## src/rtl/ddr2_wseq_pkg.sv

```systemverilog
package ddr2_wseq_pkg;
  typedef enum logic [2:0] {
    S_IDLE  = 3'd0,
    S_CMD   = 3'd1,
    S_WAIT  = 3'd2,
    S_PRE   = 3'd3,
    S_BURST = 3'd4,
    S_POST  = 3'd5
  } wstate_e;

  localparam int unsigned CL_MIN = 3;
  localparam int unsigned CL_MAX = 6;
  localparam int unsigned AL_MAX = 4;
endpackage

```

## src/rtl/ddr2_wl_calc.sv

```systemverilog
module ddr2_wl_calc
  import ddr2_wseq_pkg::*;
#(
  parameter int CNT_W = 5
) (
  input  logic [2:0]       cas_lat_i,
  input  logic [2:0]       add_lat_i,
  output logic             cfg_ok_o,
  output logic [CNT_W-1:0] wait_ld_o
);
  logic [4:0] rl;
  logic [4:0] wl;
  logic [5:0] half_cycles;

  always_comb begin
    rl = {2'b00, cas_lat_i} + {2'b00, add_lat_i};
    wl = rl - 5'd1;
    cfg_ok_o = (cas_lat_i >= 3'(CL_MIN)) && (cas_lat_i <= 3'(CL_MAX)) &&
               (add_lat_i <= 3'(AL_MAX)) && (rl >= 5'd2);
    // fast cycles spent in the wait state, minus one for the down-counter
    half_cycles = {wl, 1'b0} - 6'd4;
    wait_ld_o = cfg_ok_o ? CNT_W'(half_cycles) : '0;
  end
endmodule

```

## src/rtl/ddr2_beat_sel.sv

```systemverilog
module ddr2_beat_sel #(
  parameter int DQ_W   = 8,
  parameter int MAX_BL = 8,
  localparam int IDX_W = $clog2(MAX_BL)
) (
  input  logic [MAX_BL*DQ_W-1:0] burst_i,
  input  logic [IDX_W-1:0]       idx_i,
  output logic [DQ_W-1:0]        beat_o
);
  logic [DQ_W-1:0] beats [MAX_BL];

  for (genvar g = 0; g < MAX_BL; g++) begin : g_unpack
    assign beats[g] = burst_i[g*DQ_W +: DQ_W];
  end

  assign beat_o = beats[idx_i];
endmodule

```

## src/rtl/ddr2_wseq.sv

```systemverilog
module ddr2_wseq
  import ddr2_wseq_pkg::*;
#(
  parameter int DQ_W   = 8,
  parameter int MAX_BL = 8,
  parameter int BANK_W = 3,
  parameter int COL_W  = 10,
  parameter int CNT_W  = 5,
  localparam int IDX_W = $clog2(MAX_BL),
  localparam int DW    = MAX_BL * DQ_W
) (
  input  logic              clk,
  input  logic              rst,
  input  logic              req_valid_i,
  output logic              req_ready_o,
  input  logic [BANK_W-1:0] req_bank_i,
  input  logic [COL_W-1:0]  req_col_i,
  input  logic              req_ap_i,
  input  logic              req_bl8_i,
  input  logic [1:0]        req_skew_i,
  input  logic [2:0]        cas_lat_i,
  input  logic [2:0]        add_lat_i,
  input  logic [DW-1:0]     req_data_i,
  output logic              cmd_we_o,
  output logic [BANK_W-1:0] cmd_bank_o,
  output logic [COL_W-1:0]  cmd_col_o,
  output logic              cmd_ap_o,
  output logic              dqs_o,
  output logic              dqs_oe_o,
  output logic [1:0]        dqs_skew_o,
  output logic [DQ_W-1:0]   dq_o,
  output logic              dq_oe_o,
  output logic              ap_pend_o,
  output logic              err_o
);
  wstate_e          state_q, state_d;
  logic [CNT_W-1:0] cnt_q, cnt_d;
  logic [IDX_W-1:0] beat_q, beat_d;
  logic [CNT_W-1:0] wait_ld, wait_ld_q;
  logic             cfg_ok;
  logic             bl8_q;
  logic [DW-1:0]    burst_q;
  logic             accept_ok, accept_bad;
  logic [DQ_W-1:0]  beat_val;
  logic [IDX_W-1:0] last_beat;

  ddr2_wl_calc #(.CNT_W(CNT_W)) u_wl (
    .cas_lat_i (cas_lat_i),
    .add_lat_i (add_lat_i),
    .cfg_ok_o  (cfg_ok),
    .wait_ld_o (wait_ld)
  );

  ddr2_beat_sel #(.DQ_W(DQ_W), .MAX_BL(MAX_BL)) u_sel (
    .burst_i (burst_q),
    .idx_i   (beat_d),
    .beat_o  (beat_val)
  );

  assign last_beat  = bl8_q ? IDX_W'(MAX_BL - 1) : IDX_W'(3);
  assign accept_ok  = (state_q == S_IDLE) && req_valid_i && cfg_ok;
  assign accept_bad = (state_q == S_IDLE) && req_valid_i && !cfg_ok;

  always_comb begin
    state_d = state_q;
    cnt_d   = cnt_q;
    beat_d  = beat_q;
    unique case (state_q)
      S_IDLE:  if (accept_ok) state_d = S_CMD;
      S_CMD: begin
        state_d = S_WAIT;
        cnt_d   = wait_ld_q;
      end
      S_WAIT: begin
        if (cnt_q == '0) begin
          state_d = S_PRE;
          cnt_d   = CNT_W'(1);
        end else begin
          cnt_d = cnt_q - 1'b1;
        end
      end
      S_PRE: begin
        if (cnt_q == '0) begin
          state_d = S_BURST;
          beat_d  = '0;
        end else begin
          cnt_d = cnt_q - 1'b1;
        end
      end
      S_BURST: begin
        if (beat_q == last_beat) state_d = S_POST;
        else                     beat_d  = beat_q + 1'b1;
      end
      S_POST:  state_d = S_IDLE;
      default: state_d = S_IDLE;
    endcase
  end

  always_ff @(posedge clk) begin
    if (rst) begin
      state_q     <= S_IDLE;
      cnt_q       <= '0;
      beat_q      <= '0;
      wait_ld_q   <= '0;
      bl8_q       <= 1'b0;
      burst_q     <= '0;
      cmd_bank_o  <= '0;
      cmd_col_o   <= '0;
      cmd_ap_o    <= 1'b0;
      dqs_skew_o  <= 2'd0;
      req_ready_o <= 1'b1;
      cmd_we_o    <= 1'b0;
      dqs_o       <= 1'b0;
      dqs_oe_o    <= 1'b0;
      dq_o        <= '0;
      dq_oe_o     <= 1'b0;
      ap_pend_o   <= 1'b0;
      err_o       <= 1'b0;
    end else begin
      state_q <= state_d;
      cnt_q   <= cnt_d;
      beat_q  <= beat_d;
      if (accept_ok) begin
        wait_ld_q  <= wait_ld;
        bl8_q      <= req_bl8_i;
        burst_q    <= req_data_i;
        cmd_bank_o <= req_bank_i;
        cmd_col_o  <= req_col_i;
        cmd_ap_o   <= req_ap_i;
        dqs_skew_o <= (req_skew_i == 2'd3) ? 2'd0 : req_skew_i;
      end
      req_ready_o <= (state_d == S_IDLE);
      cmd_we_o    <= (state_d == S_CMD);
      dqs_oe_o    <= (state_d == S_PRE) || (state_d == S_BURST) || (state_d == S_POST);
      dqs_o       <= (state_d == S_BURST) && !beat_d[0];
      dq_oe_o     <= (state_d == S_BURST) || (state_d == S_POST);
      dq_o        <= (state_d == S_BURST) ? beat_val : '0;
      ap_pend_o   <= (state_d == S_POST) && cmd_ap_o;
      err_o       <= accept_bad;
    end
  end
endmodule

```

## config.mk

```make
export PLATFORM = sky130hd
export DESIGN_NAME = ddr2_wseq
export DESIGN_NICKNAME = d
export VERILOG_FILES = /design/src/rtl/ddr2_wseq_pkg.sv /design/src/rtl/ddr2_wl_calc.sv /design/src/rtl/ddr2_beat_sel.sv /design/src/rtl/ddr2_wseq.sv
export SDC_FILE = /design/constraint.sdc
export NUM_CORES = 1
export LEC_CHECK = 0
export ABC_AREA = 1
export BUFFER_PORTS_ARGS = -buffer_cell sky130_fd_sc_hd__buf_2
export CORE_ASPECT_RATIO = 0.6
export CORE_MARGIN = 4
export CORE_UTILIZATION = 54
export CTS_CLUSTER_SIZE = 20
export DETAILED_ROUTE_END_ITERATION = 6
export PLACE_DENSITY = 0.8
export SYNTH_ARGS = -nofsm -noshare
export SYNTH_HDL_FRONTEND = slang
export SYNTH_SLANG_ARGS = --single-unit
export TNS_END_PERCENT = 100
```

## constraint.sdc

```tcl
create_clock -name clk -period 2.45 [get_ports clk]
set_input_delay 0.245 -clock clk [delete_from_list [all_inputs] [get_ports clk]]
set_output_delay 0.245 -clock clk [all_outputs]
set_load 0.005 [all_outputs]
```

==> results of run 1 <==
==> registers in the layout, summed over array words and instances, names as in the netlist, 2 cells and up <==
signal and cells:
beat_q 3, burst_q 64, cmd_bank_o 3, cmd_col_o 10
cnt_q 5, dq_o 8, dqs_skew_o 2, state_q 3
wait_ld_q 4
==> critical path, cell delays in order <==
cell	delay (ns)
buf_2	0.12
ha_1	0.23
fa_1	0.52
ha_1	0.17
nor3_2	0.04
nand3_1	0.13
nand3_4	0.15
inv_2	0.49
nand2_1	0.13
a21oi_1	0.19
==> layer usage <==
layer  global-route usage (%)  up-vias  wire length, um
met5                        0        -               13
met4                     5.98        2              157
met3                     6.54       19             1050
met2                     37.7      186             5890
met1                     32.2     2161             5790
li1                         -     2397                -
==> report_power, final <==
group          internal [mW]  total [mW]  switching (mW)
Sequential              1.94        2.00          0.0573
Combinational          0.266       0.670           0.404
Clock                  0.702        1.37           0.667
==> final cells by class <==
| cell class | count | share of cell area [%] |
|---|---|---|
| clock inverters | 5 | 0.667 |
| flip-flops and latches | 111 | 37.0 |
| repair buffers | 129 | 11.8 |
| inverters | 76 | 4.92 |
| clock buffers | 11 | 3.88 |
| multi-input cells | 447 | 39.0 |
| well taps | 130 | 2.71 |
==> cells by family (layout without fill, tap and decap cells) <==
group | count (synthesis) | in the layout | synth area share (%)
AO/OA/AOI/OAI | 170 | 170 | 17.6
adder cells (fa/ha/maj) | 10 | 10 | 2.61
AND/OR/NAND/NOR | 261 | 261 | 24.8
buffers and inverters | 115 | 221 | 10.2
flip-flops | 111 | 111 | 43.8
XOR/XNOR | 6 | 6 | 1.04
==> cell usage after synthesis (all sizes together) (2+ instances only) <==
| cell | number |
|---|---|
| a21oi | 105 |
| buf | 24 |
| clkbuf | 15 |
| dfxtp | 111 |
| ha | 9 |
| inv | 76 |
| nand2 | 135 |
| nand3 | 83 |
| nor2 | 39 |
| nor3 | 2 |
| o21ai | 62 |
| xnor2 | 2 |
| xor2 | 4 |
==> stage by stage <==
step                total power [mW]  util [%]
floorplan                       2.48         -
global placement                2.67      62.6
detailed placement              2.70      62.6
CTS                             4.07      65.5
global route                    4.25      65.5
finish                          4.04      65.5
==> path summary, 6_finish.rpt <==
| check | depth (start not counted) | slack [ns] | startpoint | endpoint |
|---|---|---|---|---|
| worst max-delay path | 10 | 0.31 | cas_lat_i[0] | burst_q[60] |
| worst min-delay path | 3 | 0.13 | req_bank_i[1] | cmd_bank_o[1] |
| worst max register to register | 11 | 0.31 | beat_q[0] | dq_o[0] |
| worst min register to register | 2 | 0.45 | burst_q[19] | burst_q[19] |
==> layout by cell type (no fill, tap or decap), drive strengths merged <==
cell type and instances:
fa 1, nor3 2, a21oi 105, inv 79, ha 9, nand3 83, xnor2 2, o21ai 62
nor2 39, o22ai 1, a211oi 1, clkinv 2, nand2 135, xor2 4, clkbuf 11, buf 129
or2 1, and2 1, o221ai 1, dfxtp 111
==> results.ini, run 1 <==
[cts]
htree_levels = 3
cts_tree = done
cts_sinks = 111
cts-root-buf = clkbuf_16
cts_made_buffers = 9
cts-hold-fix-buffers = 0
clk_path_buf_depth = 2
path_clk_slew_ns = 0.07
clk_latency_ns = 0.35
cts_setup_buffers = 0
ctsResizeCount = 0

[status]
status = finished, final reports clean

[setup_path]
worstSetupEndpointType = register
required_ns = 2.72
path_class = primary input to register
cp_data_arrival_time_ns = 2.41
crit_path_max_fanout = 40
startpoint_type = primary input

[detailed_routing]
totalWireLength_um = 12900
via_count = 4765
wl_per_cell_um = 14.2
dr.pass1.iters = 5
viasPerCell = 5.24
drt-initial-drc-count = 383
ant_nets = 0
drt_drc_violations_left = 0

[place]
dp.final_hpwl_um = 9290
placed_cell_area_sq_um = 5730
io_buffers = 120
routabilityCongestion = 0.887
dpl_worst_slack_ns = -0.0734
dp_cells = 893

[timing]
slew_headroom_pct = 59.3
worstMarginPinSlew_ns = 0.609
hold_viol_final = 0
layout_setup_ws_ns = 0.308
setup_viol = 0
setup_tns_ns = 0
drv_slew = 0
finClkSkew_ns = 0.00676
holdWs_ns = 0.134
rsz0062_at_grt = no
finalCritPeriodShare_pct = 87.4
layout_min_cycle_time_ns = 2.14
fmax_mhz = 467

[logic_synthesis]
synth.distinct_cells = 36
synth.avg_cell_area_sq_um = 7.54
ys_top_cells_by_area = dfxtp_1, a21oi_1, nand2_1
ys.flop_type = dfxtp_1
ys_seq_elements = 111
synth_edf_count = 0
yosysTopAreaCell = dfxtp_1
synth_area_sq_um = 5070
syn-num-nets = 773
async_flop_share_pct = 0
ys_warn_count = 0
syn_inst = 673
ys_seq_area_share_pct = 43.8
synth.top_cell.area_share_pct = 43.8

[global_routing]
grt_pass1_vias = 4567
grtUsageTotal_pct = 23.7
antenna_found_initial = 1
grt_overflow = 0
grt_pass1_wl_um = 21600
grt_max_degree = 74

[die]
initial_core_util_pct = 55.4
die_w_um = 133
ios = 121
die_h_um = 83.1
coreArea_sq_um = 9160
die-area_sq_um = 11100
std_cell_rows = 27

[cells_and_area]
fillers = 772
layout.cells.non_filler = 909
syn_to_final_growth_pct = 18.3
multi_input_area_sq_um = 2340
nets = 874
insertedDiodeCount = 0
drive_above_1_share_pct = 24.3
regArea_sq_um = 2220
finish.instance_area_sq_um = 6000

[hold_path]
hp-class = primary input to register

[pwr]
power.density_nw_per_um2 = 672
p_leak_nw = 2.65
ir_drop_mv = 0.481

[run]
drv_cap = 0

Power figures use the tool's default switching activity.
==> run 2, diff against run 1 <==
- CORE_ASPECT_RATIO: 0.6 -> 1.75
==> results.ini, run 2 (synthesized netlist as in run 1, its figures left out) <==
[status]
status = finished, final reports clean

[timing]
hold_viol_final = 0
layout_setup_ws_ns = 0.339
setup_viol = 0
setup_tns_ns = 0
finClkSkew_ns = 0.00766
rsz0062_at_grt = no
fmax_mhz = 474
slew_headroom_pct = 59.0
layout_min_cycle_time_ns = 2.11
finalCritPeriodShare_pct = 86.2
drv_slew = 0
worstMarginPinSlew_ns = 0.615

[cts]
cts-root-buf = clkbuf_16
clk_path_buf_depth = 2
cts_made_buffers = 9
cts_setup_buffers = 0
htree_levels = 3
path_clk_slew_ns = 0.07
cts_tree = done
clk_latency_ns = 0.35
cts-hold-fix-buffers = 0
cts_sinks = 111
ctsResizeCount = 0

[die]
die_h_um = 136
std_cell_rows = 46
ios = 121
die-area_sq_um = 11100
initial_core_util_pct = 55.8
coreArea_sq_um = 9090
die_w_um = 81.3

[cells_and_area]
top_register = burst_q
final_cell_mix = nand2_1, buf_2, dfxtp_1
insertedDiodeCount = 0
final_common_cell = nand2_1
syn_to_final_growth_pct = 18.8
layout.cells.non_filler = 901
reg_top3 = burst_q x64, cmd_col_o x10, dq_o x8
fillers = 825
finish.instance_area_sq_um = 6030
nets = 876
drive_above_1_share_pct = 24.2
largest_register_ffs = 64

[setup_path]
crit_chain = buf_2 -> ha_1 -> fa_1 -> ha_1 -> nor3_2 -> nand3_1 -> nand3_4 -> inv_2 -> o21ai_0 -> a21oi_1
cp_data_arrival_time_ns = 2.32
required_ns = 2.66
path_class = primary input to register
reg2reg_setup_slack_ns = 0.38
crit_path_max_fanout = 40
slowest_stage = fa_1
reg2reg_from = beat_q[0]
max_stage_delay_ns = 0.46
r2r-end = dq_o[0]
worstSetupEndpointType = register
rr_worst_depth = 11
startpoint_type = primary input
cpMostUsedCell = ha_1

[global_routing]
antenna_found_initial = 0
grt_pass1_wl_um = 20700
grtUsageTotal_pct = 24.0
grt_max_degree = 46
grt_overflow = 0
grt_pass1_vias = 4687

[detailed_routing]
via_count = 4653
viasPerCell = 5.16
ant_nets = 0
totalWireLength_um = 12500
drt_drc_violations_left = 0
drt-initial-drc-count = 238
wl_per_cell_um = 13.9
dr.pass1.iters = 4

[place]
io_buffers = 120
dp_cells = 885
dp.final_hpwl_um = 9210
dpl_worst_slack_ns = -0.0232
placed_cell_area_sq_um = 5760
routabilityCongestion = 0.871

[run]
drv_cap = 0

[hold_path]
hp-class = primary input to register
holdCritStartpoint = req_col_i[3]
hold_depth = 3
min_to = cmd_col_o[3]

[pwr]
p_total_mw = 4.02
power.density_nw_per_um2 = 667
p_leak_nw = 2.66
ir_drop_mv = 0.535

## run 2: cell count changes in the layout (fill, tap and decap cells not counted), sizes merged
cell,change
inv,-3
clkbuf,+3
clkinv,-1
buf,+2
clkinvlp,+1
## run 2: report_power, final
| part | internal [mW] | switching [mW] | total [mW] |
|---|---|---|---|
| registers | 1.94 | 0.0572 | 2.00 |
| clock network | 0.721 | 0.620 | 1.34 |
| logic | 0.278 | 0.400 | 0.678 |
| total | 2.94 | 1.08 | 4.02 |
## run 2: final cells by class
cell class / count / area (sq um) / area share, %
Clock buffer: 14 / 254 / 4.22
Clock inverter: 2 / 16.3 / 0.270
Inverter: 76 / 295 / 4.90
Multi-Input combinational cell: 447 / 2340 / 38.9
Sequential cell: 111 / 2220 / 36.9
Tap cell: 120 / 150 / 2.49
Timing Repair Buffer: 131 / 746 / 12.4
## run 2: per-stage QoR
step	utilization [%]	hold slack [ns]
2_1_floorplan	-	0.388
3_3_place_gp	63.3	0.439
5_1_grt	66.3	0.142
4_1_cts	66.3	0.131
6_report	66.3	0.139
3_5_place_dp	63.3	0.445
## run 2: layer usage
metal / track usage (%) / vias to the layer above / wire length, um
li1: - / 2394 / -
met1: 26.2 / 2103 / 4780
met2: 41.2 / 126 / 6510
met3: 6.56 / 30 / 743
met4: 12.8 / 0 / 499
met5: 0 / - / 0
## run 2: critical path: cells and delay by family
family | cells | cell delay [ns]
buf+inv | 2 | 0.37
simple gates | 3 | 0.45
fa+ha+maj | 3 | 0.91
compound gates | 2 | 0.34
## run 2: how the worst max path moves through the flow
| stage | start | end | slack [ns] | depth (start not counted) |
|---|---|---|---|---|
| global route | cas_lat_i[0] | wait_ld_q[2] | 0.13 | 10 |
| floorplan | cas_lat_i[0] | cmd_col_o[5] | 0.33 | 10 |
| CTS | cas_lat_i[0] | wait_ld_q[4] | 0.34 | 10 |
| global placement | cas_lat_i[0] | burst_q[43] | 0.11 | 11 |
| detailed placement | cas_lat_i[0] | wait_ld_q[2] | -0.02 | 10 |
| finish | cas_lat_i[0] | wait_ld_q[2] | 0.34 | 10 |
==> run 3, diff against run 2 <==
- ABC_AREA: 1 -> unset
- CORE_UTILIZATION: 54 -> 55
- CTS_BUF_LIST: unset -> sky130_fd_sc_hd__clkbuf_4 sky130_fd_sc_hd__clkbuf_8
- PLACE_DENSITY: 0.8 -> 0.83
==> results.ini, run 3 <==
[status]
status = finished, final reports clean

[pwr]
ir_drop_mv = 0.375
comb_power_share_pct = 17.3
power_frac_clock_pct = 29.3
p_sw_share_pct = 26.9
p_leak_nw = 2.29
switching_power_mw = 0.983
p_int_mw = 2.68
power_frac_seq_pct = 53.4
power.density_nw_per_um2 = 639

[die]
coreArea_sq_um = 8260
die_h_um = 130
die_w_um = 77.6
std_cell_rows = 44
die-area_sq_um = 10100
initial_core_util_pct = 56.4
ios = 121

[cells_and_area]
final_common_cell = nand2_1
syn_to_final_growth_pct = 22.9
largest_register_ffs = 64
drive_above_1_share_pct = 27.2
reg_top3 = burst_q x64, cmd_col_o x10, dq_o x8
top_register = burst_q
utilization_pct = 69.3
final_cell_mix = nand2_1, buf_2, dfxtp_1
nets = 770

[cts]
cts-hold-fix-buffers = 0
cts_made_buffers = 9
htree_levels = 3
cts_tree = done
path_clk_slew_ns = 0.10
cts-root-buf = clkbuf_8
cts_sinks = 111
clk_latency_ns = 0.37
clk_path_buf_depth = 2

[logic_synthesis]
async_flop_share_pct = 0
yosys-top-cells-count = nand2_1, dfxtp_1, a21oi_1, clkbuf_1, nor2_1
synth.top_cell.area_share_pct = 47.7
ys_seq_elements = 111
ys.flop_type = dfxtp_1
ys_warn_count = 0
syn-num-nets = 652
ys_seq_area_share_pct = 47.7
synth.distinct_cells = 42
synth_area_sq_um = 4660
synth_most_common_cell = nand2_1
ys_top_cells_by_area = dfxtp_1, nand2_1, a21oi_1
synth.avg_cell_area_sq_um = 8.44
synth_edf_count = 0
yosysTopAreaCell = dfxtp_1
syn_inst = 552

[timing]
drv_slew = 0
setup_viol = 0
finalCritPeriodShare_pct = 97.7
fmax_mhz = 418
slew_headroom_pct = 49.5
worstMarginPinSlew_ns = 0.757
finClkSkew_ns = 0.0129
layout_setup_ws_ns = 0.0554
layout_min_cycle_time_ns = 2.39
hold_viol_final = 0
rsz0062_at_grt = yes

[setup_path]
crit_chain = inv_2 -> ha_1 -> or4b_4 -> o21ai_4 -> o21ai_2 -> a2bb2oi_4 -> clkbuf_16 -> mux4_2 -> nor2_1
max_stage_delay_ns = 0.52
slowest_stage = or4b_4
startpoint_type = register
crit_path_max_fanout = 4
critical-path-top-delay-family = simple AND/OR/NAND/NOR gates
worstSetupEndpointType = register
path_class = register to register
crit_buf_inv = 2
cp_data_arrival_time_ns = 2.70
required_ns = 2.76

[run]
drv_cap = 0

[detailed_routing]
wl_per_cell_um = 15.6
dr.pass1.iters = 4
totalWireLength_um = 12000
drt-initial-drc-count = 324
via_count = 4262
viasPerCell = 5.56
ant_nets = 0
drt_drc_violations_left = 0

[global_routing]
grt_overflow = 0
grt_max_degree = 50
grt_pass1_vias = 4206
grt_pass1_wl_um = 18800
grtUsageTotal_pct = 23.9
antenna_found_initial = 1

[place]
dpl_worst_slack_ns = -0.00137
routabilityCongestion = 0.887
dp.final_hpwl_um = 8730
io_buffers = 120

[hold_path]
hp-class = primary input to register

==> run 3: cell types whose count changed after synthesis, sizes merged, moves of 8 or more <==
cell    delta
o22ai     +14
mux2i     +18
nand2     +30
mux4       +8
o21ai     -52
clkbuf    +16
nand3     -81
a21oi     -16
nor2      -11
buf       -18
inv       -69
==> run 3: worst paths after layout <==
check	to	from	cells past startpoint	slack (ns)
min	burst_q[60]	req_data_i[60]	3	0.1
max reg2reg	dq_o[4]	cnt_q[0]	9	0.06
max	dq_o[4]	cnt_q[0]	9	0.06
min reg2reg	ap_pend_o	cmd_ap_o	2	0.44
==> run 3: final cells by class <==
cell class              count  area, sq um
fillers                   668         2530
multi-input cells         397         2290
flip-flops and latches    111         2220
repair buffers            144          886
clock buffers              11          139
well taps                  92          115
clock inverters             3         46.3
inverters                   7         26.3
diodes                      1         2.50
==> run 3: through the flow <==
step / area [sq um] / TNS (ns) / hold WS (ns) / power [mW] / instances
finish: 5730 / 0 / 0.0975 / 3.66 / 766
global route: 5730 / -0.0909 / 0.0873 / 3.83 / 766
CTS: 5660 / 0 / 0.0823 / 3.66 / 763
detailed placement: 5480 / -0.00137 / 0.435 / 2.61 / 749
global placement: 5480 / 0 / 0.432 / 2.59 / 749
floorplan: 4660 / 0 / 0.340 / 2.36 / 552
==> run 3: worst register-to-register path, stage by stage, from the launching register on <==
cell	delay [ns]
dfxtp_1	0.33
inv_2	0.07
ha_1	0.15
or4b_4	0.52
o21ai_4	0.18
o21ai_2	0.09
a2bb2oi_4	0.21
clkbuf_16	0.18
mux4_2	0.50
nor2_1	0.10
==> run 3: what timing repair did <==
item / CTS / global route
setup endpoints to repair: 0 / 8
resized for setup: 0 / 9
buffers inserted: 0 / 1
==> run 3: logic make-up after synthesis <==
family	Yosys count	synth area share (%)
muxes	26	7.73
AOI/OAI and AO/OA	133	17.0
xor gates and xnor gates	6	1.13
buffers and inverters	44	3.92
adders and majority gates	10	2.85
and+or+nand+nor	222	19.7
DFF	111	47.7
==> run 3: power by group through the flow <==
stage	registers, mW	clock network [mW]	logic [mW]
after floorplan	1.98	0	0.376
after global placement	1.99	0	0.596
after detailed placement	1.99	0	0.616
after CTS	1.95	1.09	0.619
after global routing	1.96	1.16	0.701
final	1.95	1.07	0.633
==> run 3: layer usage <==
layer | wire length [um] | global-route usage (%) | up-vias
li1 | - | - | 2105
met1 | 4300 | 23.9 | 2002
met2 | 6670 | 44.9 | 119
met3 | 474 | 4.49 | 36
met4 | 531 | 15.3 | 0
met5 | 0 | 0 | -
